<file path="src/rtl/atu_pkg.sv">
package atu_pkg;
  localparam int MAC_W = 48;
  localparam int FID_W = 8;
  localparam int ST_W  = 4;

  localparam logic [2:0] RA_CTRL = 3'd0;
  localparam logic [2:0] RA_CMD  = 3'd1;
  localparam logic [2:0] RA_DATA = 3'd2;
  localparam logic [2:0] RA_MAC0 = 3'd3;
  localparam logic [2:0] RA_MAC1 = 3'd4;
  localparam logic [2:0] RA_MAC2 = 3'd5;

  localparam logic [2:0] OPC_FM_ALL_ANY = 3'd1;
  localparam logic [2:0] OPC_FM_DYN_ANY = 3'd2;
  localparam logic [2:0] OPC_LOAD       = 3'd3;
  localparam logic [2:0] OPC_NEXT       = 3'd4;
  localparam logic [2:0] OPC_FM_ALL_ONE = 3'd5;
  localparam logic [2:0] OPC_FM_DYN_ONE = 3'd6;

  localparam logic [ST_W-1:0] ST_FREE   = 4'h0;
  localparam logic [ST_W-1:0] ST_STATIC = 4'hF;
endpackage

</file>
<file path="src/rtl/atu_regs.sv">
module atu_regs import atu_pkg::*; #(
  parameter int NPORT = 8,
  parameter int DEPTH = 16
) (
  input  logic             clk,
  input  logic             rst,
  input  logic             we,
  input  logic [2:0]       addr,
  input  logic [15:0]      wdata,
  output logic [15:0]      rdata,
  input  logic             done_i,
  input  logic             upd_en_i,
  input  logic [MAC_W-1:0] upd_mac_i,
  input  logic [ST_W-1:0]  upd_st_i,
  input  logic             upd_trk_i,
  input  logic [NPORT-1:0] upd_pv_i,
  input  logic             full_set_i,
  output logic             start_o,
  output logic [2:0]       op_o,
  output logic [FID_W-1:0] fid_o,
  output logic [MAC_W-1:0] mac_o,
  output logic [ST_W-1:0]  st_o,
  output logic             trk_o,
  output logic [NPORT-1:0] pv_o
);
  localparam int CNT_W = $clog2(DEPTH + 3) + 1;

  logic [MAC_W-1:0] mac_q;
  logic [ST_W-1:0]  st_q;
  logic             trk_q;
  logic [NPORT-1:0] pv_q;
  logic [3:0]       fid_hi_q, fid_lo_q;
  logic [2:0]       op_q;
  logic             busy_q, full_q;
  logic [15:0]      rdata_q, rd_mux, data_word;
  logic             wr_ok;

  assign wr_ok   = we && !busy_q;
  assign start_o = wr_ok && (addr == RA_CMD) && wdata[15];

  always_ff @(posedge clk) begin
    if (rst) begin
      mac_q <= '0; st_q <= '0; trk_q <= 1'b0; pv_q <= '0;
      fid_hi_q <= '0; fid_lo_q <= '0; op_q <= '0;
      busy_q <= 1'b0; full_q <= 1'b0;
    end else begin
      if (wr_ok) begin
        case (addr)
          RA_CTRL: begin
            fid_hi_q <= wdata[15:12];
            if (wdata[0]) full_q <= 1'b0;
          end
          RA_CMD: begin
            busy_q   <= wdata[15];
            op_q     <= wdata[14:12];
            fid_lo_q <= wdata[3:0];
          end
          RA_DATA: begin
            st_q  <= wdata[3:0];
            pv_q  <= wdata[4 +: NPORT];
            trk_q <= wdata[15];
          end
          RA_MAC0: mac_q[47:32] <= wdata;
          RA_MAC1: mac_q[31:16] <= wdata;
          RA_MAC2: mac_q[15:0]  <= wdata;
          default: ;
        endcase
      end
      if (full_set_i) full_q <= 1'b1;
      if (upd_en_i) begin
        mac_q <= upd_mac_i; st_q <= upd_st_i;
        trk_q <= upd_trk_i; pv_q <= upd_pv_i;
      end
      if (done_i) busy_q <= 1'b0;
    end
  end

  always_comb begin
    data_word = '0;
    data_word[3:0] = st_q;
    data_word[4 +: NPORT] = pv_q;
    data_word[15] = trk_q;
    case (addr)
      RA_CTRL: rd_mux = {fid_hi_q, 11'd0, full_q};
      RA_CMD:  rd_mux = {busy_q, op_q, 8'd0, fid_lo_q};
      RA_DATA: rd_mux = data_word;
      RA_MAC0: rd_mux = mac_q[47:32];
      RA_MAC1: rd_mux = mac_q[31:16];
      RA_MAC2: rd_mux = mac_q[15:0];
      default: rd_mux = '0;
    endcase
  end

  always_ff @(posedge clk) begin
    if (rst) rdata_q <= '0;
    else     rdata_q <= rd_mux;
  end

  assign rdata = rdata_q;
  assign op_o  = op_q;
  assign fid_o = {fid_hi_q, fid_lo_q};
  assign mac_o = mac_q;
  assign st_o  = st_q;
  assign trk_o = trk_q;
  assign pv_o  = pv_q;

  logic [CNT_W-1:0] busy_cnt;
  always_ff @(posedge clk) begin
    if (rst)         busy_cnt <= '0;
    else if (busy_q) busy_cnt <= busy_cnt + 1'b1;
    else             busy_cnt <= '0;
  end

  a_r1_busy_bounded: assert property (@(posedge clk) disable iff (rst)
    busy_cnt <= CNT_W'(DEPTH + 1));
  a_r1_busy_held: assert property (@(posedge clk) disable iff (rst)
    busy_q && !done_i |=> busy_q);
  a_r10_mac_locked: assert property (@(posedge clk) disable iff (rst)
    busy_q && !upd_en_i |=> $stable(mac_q));
  a_r10_fid_locked: assert property (@(posedge clk) disable iff (rst)
    busy_q |=> $stable(fid_hi_q) && $stable(fid_lo_q));
endmodule

</file>
<file path="src/rtl/atu_table.sv">
module atu_table import atu_pkg::*; #(
  parameter int DEPTH = 16,
  parameter int NPORT = 8,
  localparam int IW = $clog2(DEPTH)
) (
  input  logic             clk,
  input  logic             rst,
  input  logic [IW-1:0]    rd_idx,
  output logic [MAC_W-1:0] rd_mac,
  output logic [FID_W-1:0] rd_fid,
  output logic [ST_W-1:0]  rd_st,
  output logic             rd_trk,
  output logic [NPORT-1:0] rd_pv,
  input  logic             wr_en,
  input  logic [IW-1:0]    wr_idx,
  input  logic [MAC_W-1:0] wr_mac,
  input  logic [FID_W-1:0] wr_fid,
  input  logic [ST_W-1:0]  wr_st,
  input  logic             wr_trk,
  input  logic [NPORT-1:0] wr_pv
);
  localparam int PAY_W = MAC_W + FID_W + 1 + NPORT;

  logic [PAY_W-1:0] pay_mem [DEPTH];
  logic [ST_W-1:0]  st_mem  [DEPTH];

  always_ff @(posedge clk) begin
    if (wr_en) pay_mem[wr_idx] <= {wr_mac, wr_fid, wr_trk, wr_pv};
  end

  always_ff @(posedge clk) begin
    if (rst) begin
      for (int i = 0; i < DEPTH; i++) st_mem[i] <= ST_FREE;
    end else if (wr_en) begin
      st_mem[wr_idx] <= wr_st;
    end
  end

  assign {rd_mac, rd_fid, rd_trk, rd_pv} = pay_mem[rd_idx];
  assign rd_st = st_mem[rd_idx];
endmodule

</file>
<file path="src/rtl/atu_ctrl.sv">
module atu_ctrl import atu_pkg::*; #(
  parameter int DEPTH = 16,
  parameter int NPORT = 8,
  parameter int PN_W  = 3,
  localparam int IW = $clog2(DEPTH)
) (
  input  logic             clk,
  input  logic             rst,
  input  logic             start_i,
  input  logic [2:0]       op_i,
  input  logic [FID_W-1:0] fid_i,
  input  logic [MAC_W-1:0] mac_i,
  input  logic [ST_W-1:0]  st_i,
  input  logic             trk_i,
  input  logic [NPORT-1:0] pv_i,
  output logic [IW-1:0]    rd_idx,
  input  logic [MAC_W-1:0] rd_mac,
  input  logic [FID_W-1:0] rd_fid,
  input  logic [ST_W-1:0]  rd_st,
  input  logic             rd_trk,
  input  logic [NPORT-1:0] rd_pv,
  output logic             tbl_we,
  output logic [IW-1:0]    tbl_idx,
  output logic [MAC_W-1:0] tbl_mac,
  output logic [FID_W-1:0] tbl_fid,
  output logic [ST_W-1:0]  tbl_st,
  output logic             tbl_trk,
  output logic [NPORT-1:0] tbl_pv,
  output logic             done_o,
  output logic             upd_en_o,
  output logic [MAC_W-1:0] upd_mac_o,
  output logic [ST_W-1:0]  upd_st_o,
  output logic             upd_trk_o,
  output logic [NPORT-1:0] upd_pv_o,
  output logic             full_set_o
);
  typedef enum logic [1:0] {S_IDLE, S_SCAN, S_FIN} fsm_e;

  fsm_e             fsm;
  logic [IW-1:0]    idx;
  logic             hit_ok, free_ok, best_ok;
  logic [IW-1:0]    hit_idx, free_idx;
  logic [MAC_W-1:0] best_mac;
  logic [ST_W-1:0]  best_st;
  logic             best_trk;
  logic [NPORT-1:0] best_pv;

  logic valid_e, fid_eq, mac_ones, is_fm, fm_any_db, fm_all_ent, fm_match;
  logic is_load, is_next, next_cand;
  logic [PN_W-1:0]  src_port, dst_port;
  logic [NPORT-1:0] src_bit, dst_bit, moved_pv;

  assign valid_e    = (rd_st != ST_FREE);
  assign fid_eq     = (rd_fid == fid_i);
  assign mac_ones   = &mac_i;
  assign is_load    = (op_i == OPC_LOAD);
  assign is_next    = (op_i == OPC_NEXT);
  assign is_fm      = (op_i == OPC_FM_ALL_ANY) || (op_i == OPC_FM_DYN_ANY) ||
                      (op_i == OPC_FM_ALL_ONE) || (op_i == OPC_FM_DYN_ONE);
  assign fm_any_db  = (op_i == OPC_FM_ALL_ANY) || (op_i == OPC_FM_DYN_ANY);
  assign fm_all_ent = (op_i == OPC_FM_ALL_ANY) || (op_i == OPC_FM_ALL_ONE);
  assign fm_match   = valid_e && (fm_any_db || fid_eq) &&
                      (fm_all_ent || (rd_st != ST_STATIC));
  assign next_cand  = valid_e && fid_eq && (mac_ones || (rd_mac > mac_i)) &&
                      (!best_ok || (rd_mac < best_mac));

  assign src_port = pv_i[PN_W-1:0];
  assign dst_port = pv_i[2*PN_W-1:PN_W];
  assign src_bit  = NPORT'(1) << src_port;
  assign dst_bit  = (&dst_port) ? '0 : (NPORT'(1) << dst_port);
  assign moved_pv = (rd_pv & ~src_bit) | dst_bit;

  assign rd_idx = idx;

  always_comb begin
    tbl_we = 1'b0; tbl_idx = idx;
    tbl_mac = rd_mac; tbl_fid = rd_fid; tbl_st = rd_st;
    tbl_trk = rd_trk; tbl_pv = rd_pv;
    done_o = 1'b0; upd_en_o = 1'b0; full_set_o = 1'b0;
    upd_mac_o = best_mac; upd_st_o = best_st;
    upd_trk_o = best_trk; upd_pv_o = best_pv;
    case (fsm)
      S_SCAN: begin
        if (is_fm && fm_match) begin
          if (st_i == ST_FREE) begin
            tbl_we = 1'b1; tbl_st = ST_FREE;
          end else if (st_i == ST_STATIC && |(rd_pv & src_bit)) begin
            tbl_we = 1'b1; tbl_pv = moved_pv;
            tbl_st = (moved_pv == '0) ? ST_FREE : rd_st;
          end
        end
      end
      S_FIN: begin
        done_o = 1'b1;
        if (is_load) begin
          tbl_mac = mac_i; tbl_fid = fid_i; tbl_st = st_i;
          tbl_trk = trk_i; tbl_pv = pv_i;
          if (st_i != ST_FREE) begin
            if (hit_ok)       begin tbl_we = 1'b1; tbl_idx = hit_idx;  end
            else if (free_ok) begin tbl_we = 1'b1; tbl_idx = free_idx; end
            else              full_set_o = 1'b1;
          end else if (hit_ok) begin
            tbl_we = 1'b1; tbl_idx = hit_idx;
          end
        end
        if (is_next) begin
          upd_en_o = 1'b1;
          if (!best_ok) begin
            upd_mac_o = '1; upd_st_o = ST_FREE;
            upd_trk_o = 1'b0; upd_pv_o = '0;
          end
        end
      end
      default: ;
    endcase
  end

  always_ff @(posedge clk) begin
    if (rst) begin
      fsm <= S_IDLE; idx <= '0;
      hit_ok <= 1'b0; free_ok <= 1'b0; best_ok <= 1'b0;
      hit_idx <= '0; free_idx <= '0;
      best_mac <= '0; best_st <= '0; best_trk <= 1'b0; best_pv <= '0;
    end else begin
      case (fsm)
        S_IDLE: if (start_i) begin
          fsm <= S_SCAN; idx <= '0;
          hit_ok <= 1'b0; free_ok <= 1'b0; best_ok <= 1'b0;
        end
        S_SCAN: begin
          if (valid_e && fid_eq && rd_mac == mac_i) begin
            hit_ok <= 1'b1; hit_idx <= idx;
          end
          if (!valid_e && !free_ok) begin
            free_ok <= 1'b1; free_idx <= idx;
          end
          if (next_cand) begin
            best_ok <= 1'b1; best_mac <= rd_mac; best_st <= rd_st;
            best_trk <= rd_trk; best_pv <= rd_pv;
          end
          if (idx == IW'(DEPTH - 1)) fsm <= S_FIN;
          else                       idx <= idx + 1'b1;
        end
        default: fsm <= S_IDLE;
      endcase
    end
  end

  a_r6_next_above: assert property (@(posedge clk) disable iff (rst)
    upd_en_o && upd_st_o != ST_FREE && !mac_ones |-> upd_mac_o > mac_i);
  a_r6_next_readonly: assert property (@(posedge clk) disable iff (rst)
    fsm != S_IDLE && is_next |-> !tbl_we);
  a_r5_purge_frees: assert property (@(posedge clk) disable iff (rst)
    tbl_we && is_load && st_i == ST_FREE |-> tbl_st == ST_FREE);
  a_r8_source_cleared: assert property (@(posedge clk) disable iff (rst)
    tbl_we && is_fm && st_i == ST_STATIC && src_port != dst_port
    |-> (tbl_pv & src_bit) == '0);
  a_r9_full_no_write: assert property (@(posedge clk) disable iff (rst)
    full_set_o |-> !tbl_we && is_load);
endmodule

</file>
<file path="src/rtl/atu_engine.sv">
module atu_engine import atu_pkg::*; #(
  parameter int DEPTH = 16,
  parameter int NPORT = 8,
  parameter int PN_W  = 3,
  localparam int IW = $clog2(DEPTH)
) (
  input  logic        clk,
  input  logic        rst,
  input  logic        reg_we,
  input  logic [2:0]  reg_addr,
  input  logic [15:0] reg_wdata,
  output logic [15:0] reg_rdata
);
  logic             start, done, upd_en, full_set;
  logic [2:0]       op;
  logic [FID_W-1:0] fid;
  logic [MAC_W-1:0] mac, upd_mac;
  logic [ST_W-1:0]  st, upd_st;
  logic             trk, upd_trk;
  logic [NPORT-1:0] pv, upd_pv;

  logic [IW-1:0]    rd_idx, wr_idx;
  logic [MAC_W-1:0] rd_mac, wr_mac;
  logic [FID_W-1:0] rd_fid, wr_fid;
  logic [ST_W-1:0]  rd_st, wr_st;
  logic             rd_trk, wr_trk, wr_en;
  logic [NPORT-1:0] rd_pv, wr_pv;

  atu_regs #(.NPORT(NPORT), .DEPTH(DEPTH)) u_regs (
    .clk(clk), .rst(rst), .we(reg_we), .addr(reg_addr), .wdata(reg_wdata),
    .rdata(reg_rdata), .done_i(done), .upd_en_i(upd_en), .upd_mac_i(upd_mac),
    .upd_st_i(upd_st), .upd_trk_i(upd_trk), .upd_pv_i(upd_pv),
    .full_set_i(full_set), .start_o(start), .op_o(op), .fid_o(fid),
    .mac_o(mac), .st_o(st), .trk_o(trk), .pv_o(pv)
  );

  atu_table #(.DEPTH(DEPTH), .NPORT(NPORT)) u_table (
    .clk(clk), .rst(rst), .rd_idx(rd_idx), .rd_mac(rd_mac), .rd_fid(rd_fid),
    .rd_st(rd_st), .rd_trk(rd_trk), .rd_pv(rd_pv), .wr_en(wr_en),
    .wr_idx(wr_idx), .wr_mac(wr_mac), .wr_fid(wr_fid), .wr_st(wr_st),
    .wr_trk(wr_trk), .wr_pv(wr_pv)
  );

  atu_ctrl #(.DEPTH(DEPTH), .NPORT(NPORT), .PN_W(PN_W)) u_ctrl (
    .clk(clk), .rst(rst), .start_i(start), .op_i(op), .fid_i(fid),
    .mac_i(mac), .st_i(st), .trk_i(trk), .pv_i(pv), .rd_idx(rd_idx),
    .rd_mac(rd_mac), .rd_fid(rd_fid), .rd_st(rd_st), .rd_trk(rd_trk),
    .rd_pv(rd_pv), .tbl_we(wr_en), .tbl_idx(wr_idx), .tbl_mac(wr_mac),
    .tbl_fid(wr_fid), .tbl_st(wr_st), .tbl_trk(wr_trk), .tbl_pv(wr_pv),
    .done_o(done), .upd_en_o(upd_en), .upd_mac_o(upd_mac),
    .upd_st_o(upd_st), .upd_trk_o(upd_trk), .upd_pv_o(upd_pv),
    .full_set_o(full_set)
  );
endmodule

</file>
<file path="config.mk">
export PLATFORM = sky130hd
export DESIGN_NAME = atu_engine
export DESIGN_NICKNAME = d
export VERILOG_FILES = /design/src/rtl/atu_pkg.sv /design/src/rtl/atu_regs.sv /design/src/rtl/atu_table.sv /design/src/rtl/atu_ctrl.sv /design/src/rtl/atu_engine.sv
export SDC_FILE = /design/constraint.sdc
export NUM_CORES = 2
export LEC_CHECK = 0
export BUFFER_PORTS_ARGS = -buffer_cell sky130_fd_sc_hd__buf_2
export CAP_MARGIN = 30
export CELL_PAD_IN_SITES_DETAIL_PLACEMENT = 1
export CELL_PAD_IN_SITES_GLOBAL_PLACEMENT = 1
export CORE_UTILIZATION = 30
export DETAILED_ROUTE_END_ITERATION = 8
export PLACE_DENSITY = 0.54
export SLEW_MARGIN = 20
export SYNTH_ARGS = -nofsm -noshare
export SYNTH_HDL_FRONTEND = slang
export SYNTH_SLANG_ARGS = --single-unit
</file>
<file path="constraint.sdc">
create_clock -name clk -period 7.5 [get_ports clk]
set_clock_uncertainty 0.05 [all_clocks]
set_input_delay 0.375 -clock clk [delete_from_list [all_inputs] [get_ports clk]]
set_output_delay 0.375 -clock clk [all_outputs]
set_load 0.05 [all_outputs]
</file>
; Yosys cells after proc, flatten, opt, wreduce, memory -nomap -nowiden
; Memories as Yosys holds them, arrays and structs flattened. A register that Yosys moved wholly into a read port is not among the register bits.
; Cells that the tools add are included.
[op_classes]
add_sub_neg = 1
n_mul = 0
div = 0
magnitude_cmp = 2
n_eq_ne = 24
shift = 2
muxes = 98
n_bitwise = 4
n_reduce_logical = 59
[op_table]
columns = op, n
row1 = $mux W48, 7
row2 = $mux W8, 13
row3 = $mux W4, 25
row4 = $pmux W16 S6, 1
row5 = $eq A48 B48 Y1, 1
row6 = $gt A48 B48 Y1, 1
row7 = $lt A48 B48 Y1, 1
row8 = $mux W16, 3
row9 = $reduce_and A48 Y1, 1
row10 = $mux W1, 39
row11 = $reduce_and A2 Y1, 10
row12 = $reduce_and A3 Y1, 6
row13 = $reduce_bool A2 Y1, 9
row14 = $and A8 B8 Y8, 2
row15 = $pmux W4 S2, 2
row16 = $pmux W8 S2, 1
row17 = $shl A1 B3 Y8 const A, 2
row18 = $eq A3 B3 Y1 const B, 5
row19 = $eq A3 B2 Y1 const B, 4
row20 = $logic_and A1 B1 Y1, 12
row21 = $eq A4 B4 Y1 const B, 2
row22 = $eq A8 B8 Y1, 1
row23 = $logic_not A8 Y1, 1
row24 = $logic_or A1 B1 Y1, 8
row25 = other kinds (20), 33
[word_totals]
reg_bits = 168
latch_bits = 0
mem_bits_rw = 1104
mem_bits_ro = 0
in_bits = 22
output_inout_bits = 16
word_cells = 215
memories = 2
[memory_table]
columns = memory, words, word_bits, rd, rd_clocked_by_memory_dff, write_ports, line_no
row1 = u_table.pay_mem, 16, 65, 1, 1, 1, atu_table.sv:24  ; logic [PAY_W-1:0] pay_mem [DEPTH];
row2 = u_table.st_mem, 16, 4, 1, 1, 16, atu_table.sv:25  ; logic [ST_W-1:0] st_mem [DEPTH];

; Longest topological paths before layout
[depth]
word_depth = 13
mapped_depth = 22
mapped_depth_nobuf = 13

; By module
; Synthesis repeated with hierarchy kept, for this count alone.
[unflattened]
hier_cells = 3387
area_unflattened_um2 = 54446.0
[modules_own_cells]
columns = mod, n_inst, cells_each, area_per_inst_um2, seq_area_each_um2
row1 = atu_table, 1, 1818, 41952.7, 33151.8
row2 = atu_ctrl, 1, 1050, 7822.5, 1561.5
row3 = atu_regs, 1, 519, 4670.7, 1801.7

; Least setup slack after synthesis
; OpenSTA, ideal clock, no wires.
[synth_path]
kind = register to register
startpoint = register with a tool-made name
endpoint = memory u_table.pay_mem[10][0] (netlist bit) (enable)
setup_time_ns = 0.488
arrival_ns = 5.754
t_required_ns = 6.962
path_slack_ns = 1.208
stages_incl_launch_ff = 14
n_path_buf = 5
period_less_slack_ns = 6.292
path_cell_list = dfxtp_1 buf_4 buf_2 mux4_2 mux2i_1 xor2_1 a41oi_1 o31ai_4 nand2_1 o31a_1 buf_6 buf_6 buf_2 nor2_1
[synth_rtl]
columns = element, line_no
row1 = "end, declared", atu_table.sv:24

==> results.md <==
* Synth area leader: edfxtp_1
* Met3 Usage GRT at 2.285%
* Clk sinks at 1,276
* Post-Syn Area per Cell at 16.07 um2
* Met1 Usage GRT at 24.22%
* IO buf count at 37
* # IOs at 38
* Mapped Nets at 3,499
* Worst vdd ir at 151.3 uV
* Final ANT Viol Nets at 0
* CTS tree: done
* Via-to-Cell Ratio at 5.193
* Routability congestion estimate from global placement at 0.8216
* # nets final at 3,629
* Cell area after layout at 0.06297 mm2
* Total of max-cap violations at 0
* Share of layout cells above drive strength 1 at 21.14%
* Ys Warns at 0
* Slowest library cell on the worst path: dfxtp_4
* Async SR Flop Fraction at 0%
* Synth Flop Type: edfxtp_1
* Skew-Pair Late Insertion Delay at 780 ps
* NetSw at 3.232 mW
* Floorplan core area at 0.1790 mm2
* CTS max path bufs at 3
* Drt first pass iters at 5
* First-pass GRT wire length at 237.2 mm
* Commonest cells in the netlist: 1,104 x edfxtp_1, 298 x mux4_2, 243 x nand2_1
* Total wire length at 161.6 mm
* Flops & latches, synth at 1,276
* Worst-path cell chain: buf_12 -> buf_12 -> mux4_2 -> mux4_2 -> ha_1 -> nand4_1 -> a21oi_1 -> o21bai_1 -> a31oi_1 -> o31a_1 -> and3_2 -> buf_4 -> nand3_1 -> a21oi_1
* DRC at 0
* DP Area at 0.05793 mm2
* Max Slew Vio Count at 0
* Crit path max fanout at 38
* HPWL after DPL at 97.73 mm
* Die width at 427.3 um
* Final Hold Fails at 0
* Clk pin slew, worst setup/hold paths at 60 ps
* Worst setup margin at 1397 ps
* Count leader, synth: edfxtp_1
* Detailed Route Iter0 Violations at 2,508
* Synth unique cells at 74
* Setup TNS Final at 0 ps
* Tot Pwr at 15.13 mW
* Final setup viols at 0
* CP Data Required Time at 8140 ps
* Status: completed
* Combinational Power Share at 2.2%
* Clk pwr share at 47.0%
* Routed length per instance at 27.02 um
* Pwr/cell area at 240.2 mW/mm2
* Initial Util at 30.32%
* Initial antenna violation count at 4
* Flop pwr share at 50.8%
* Htree depth at 4
* Synthesized area at 0.05427 mm2
* Postcts setup bufs at 0
* Top-area cell type share of the netlist area at 61.08%
* Worst-Margin Slew at 1028 ps
* Final period util at 81.37%
* Sequential fraction of the synthesis area at 67.43%
* RSZ-0062 raised after global routing: no
* Final min period at 6103 ps
* Max_slew headroom at 31.47%
* Cell total after placement at 5,691
* Post-synth EDFFs at 1,104
* Resize count post-CTS at 0
* Max Fclk at 163.9 MHz
* Vias at 31,060
* Setup crit start kind: flip-flop
* Synth Instances at 3,377
* Vias in the first global route at 33,090
* Tot GR Track Use at 17.81%
* Total gr overflow at 0
* Die area at 0.1826 mm2
* Worst Path Arrival at 6740 ps
* Clock tree root driver cell: clkbuf_16
* Number of buffers created by CTS at 142
* Largest stage delay on the critical path at 820 ps
* Switching part of the total at 21.37%
* Met2 Use GR at 29.68%
* Hold_buf cts at 20
* Internal Power at 11.89 mW
* Leakage at 15.63 nW
* Final core occ at 35.18%
* Largest net degree at the start of global routing at 66
* Worst Path Class, Setup: flip-flop to flip-flop
* Rows at 155
* Fin cells at 5,980
* Crit end category: flip-flop
* Pre-CTS setup slack at 1390 ps
* Chip Height at 427.3 um
* Synth-to-layout area growth at 16.02%
* Hold slack at 105.2 ps
* Area contributors post-synth: edfxtp_1 61%, mux4_2 12%, dfxtp_1 6.3%, ha_1 2.3%, mux2i_1 2.1%
* Path type of the worst min-delay path: primary input to flip-flop
* GR peak layer: met2
==> power by group through the flow <==
stage / Clock [mW] / Combinational, mW / Sequential (mW)
2_1_floorplan: 0 / 0.201 / 7.81
4_1_cts: 7.29 / 0.332 / 7.68
3_5_place_dp: 0 / 0.321 / 7.83
6_report: 7.12 / 0.331 / 7.68
3_3_place_gp: 0 / 0.314 / 7.83
5_1_grt: 7.53 / 0.356 / 7.68
==> logic make-up (layout without fill, tap and decap cells) <==
| family | Yosys count | count (layout) | synth area share, % |
|---|---|---|---|
| AND/OR/NAND/NOR | 693 | 693 | 6.333 |
| flip-flops | 1276 | 1276 | 67.43 |
| multiplexers | 423 | 423 | 14.70 |
| adder cells (fa/ha/maj) | 100 | 100 | 2.305 |
| buffers and inverters | 328 | 575 | 2.540 |
| XOR/XNOR | 16 | 16 | 0.2582 |
| AO/OA/AOI/OAI | 541 | 541 | 6.436 |
| other | 0 | 1 | 0 |
==> metal layers <==
| metal | vias to the layer above | wire length, um |
|---|---|---|
| met1 | 16540 | 73430 |
| met4 | 0 | 4048 |
| met2 | 598 | 78950 |
| li1 | 13700 | - |
| met5 | - | 0 |
| met3 | 214 | 5161 |
==> path summary, 6_finish.rpt <==
kind                                        from                              end  slack [ps]  depth (start not counted)
setup reg to reg                       flip-flop  u_ctrl.best_mac[1]$_SDFFE_PP0P_        1400                         14
setup / recovery                       flip-flop  u_ctrl.best_mac[1]$_SDFFE_PP0P_        1400                         14
hold / removal                       reg_addr[2]      u_regs.rdata[12]$_SDFF_PP0_         110                          4
hold reg to reg   u_ctrl.hit_idx[3]$_SDFFE_PP0P_   u_ctrl.hit_idx[3]$_SDFFE_PP0P_         410                          2
==> cell type report <==
| type | count | area (um2) |
|---|---|---|
| fillers | 18120 | 116000 |
| flip-flops and latches | 1276 | 36610 |
| multi-input cells | 1773 | 16490 |
| clock buffers | 172 | 3761 |
| well taps | 2355 | 2947 |
| repair buffers | 205 | 1725 |
| clock inverters | 89 | 1020 |
| inverters | 109 | 409.1 |
| diodes | 1 | 2.502 |
==> sequential cells by signal, summed over array words and instances, names as in the netlist, 8 cells and up, named ones only <==
signal,flops
u_table.pay_mem,1040
u_table.st_mem,64
u_ctrl.best_mac,48
u_regs.mac_o,48
u_regs.rdata,16
u_ctrl.best_pv,8
u_regs.pv_o,8
==> worst max-delay path: cells and delay by family, from the launching register on <==
family / cells / cell delay (ps)
AO/OA/AOI/OAI: 5 / 1200
adder cells (fa/ha/maj): 1 / 350
buffers and inverters: 3 / 1040
flip-flops: 1 / 820
multiplexers: 2 / 1160
AND/OR/NAND/NOR: 3 / 1250
==> layout by cell type, fill, tap and decap left out, types with 9 or more instances in the layout <==
cell type,count
nor3b_1,49
clkbuf_1,25
buf_12,16
dfxtp_1,167
edfxtp_1,1104
nor2_1,82
o22a_1,13
bufinv_16,15
nor2_4,16
and2_1,10
inv_1,107
buf_2,37
a22oi_1,39
mux2_2,13
a311oi_1,49
nor3_1,61
a22o_1,11
a21oi_1,140
dlygate4sd3_1,20
mux4_2,298
mux2i_1,112
clkbuf_16,146
o21bai_1,20
nand4_1,29
clkinv_2,27
nand3_1,98
ha_1,100
clkinv_1,25
a211oi_1,30
nand2_1,242
and3_1,9
buf_4,125
nor2b_1,22
nand2b_1,9
a21o_1,35
o21ai_0,138
nor4_1,20
Note: power is estimated with default switching activity, not from simulation.
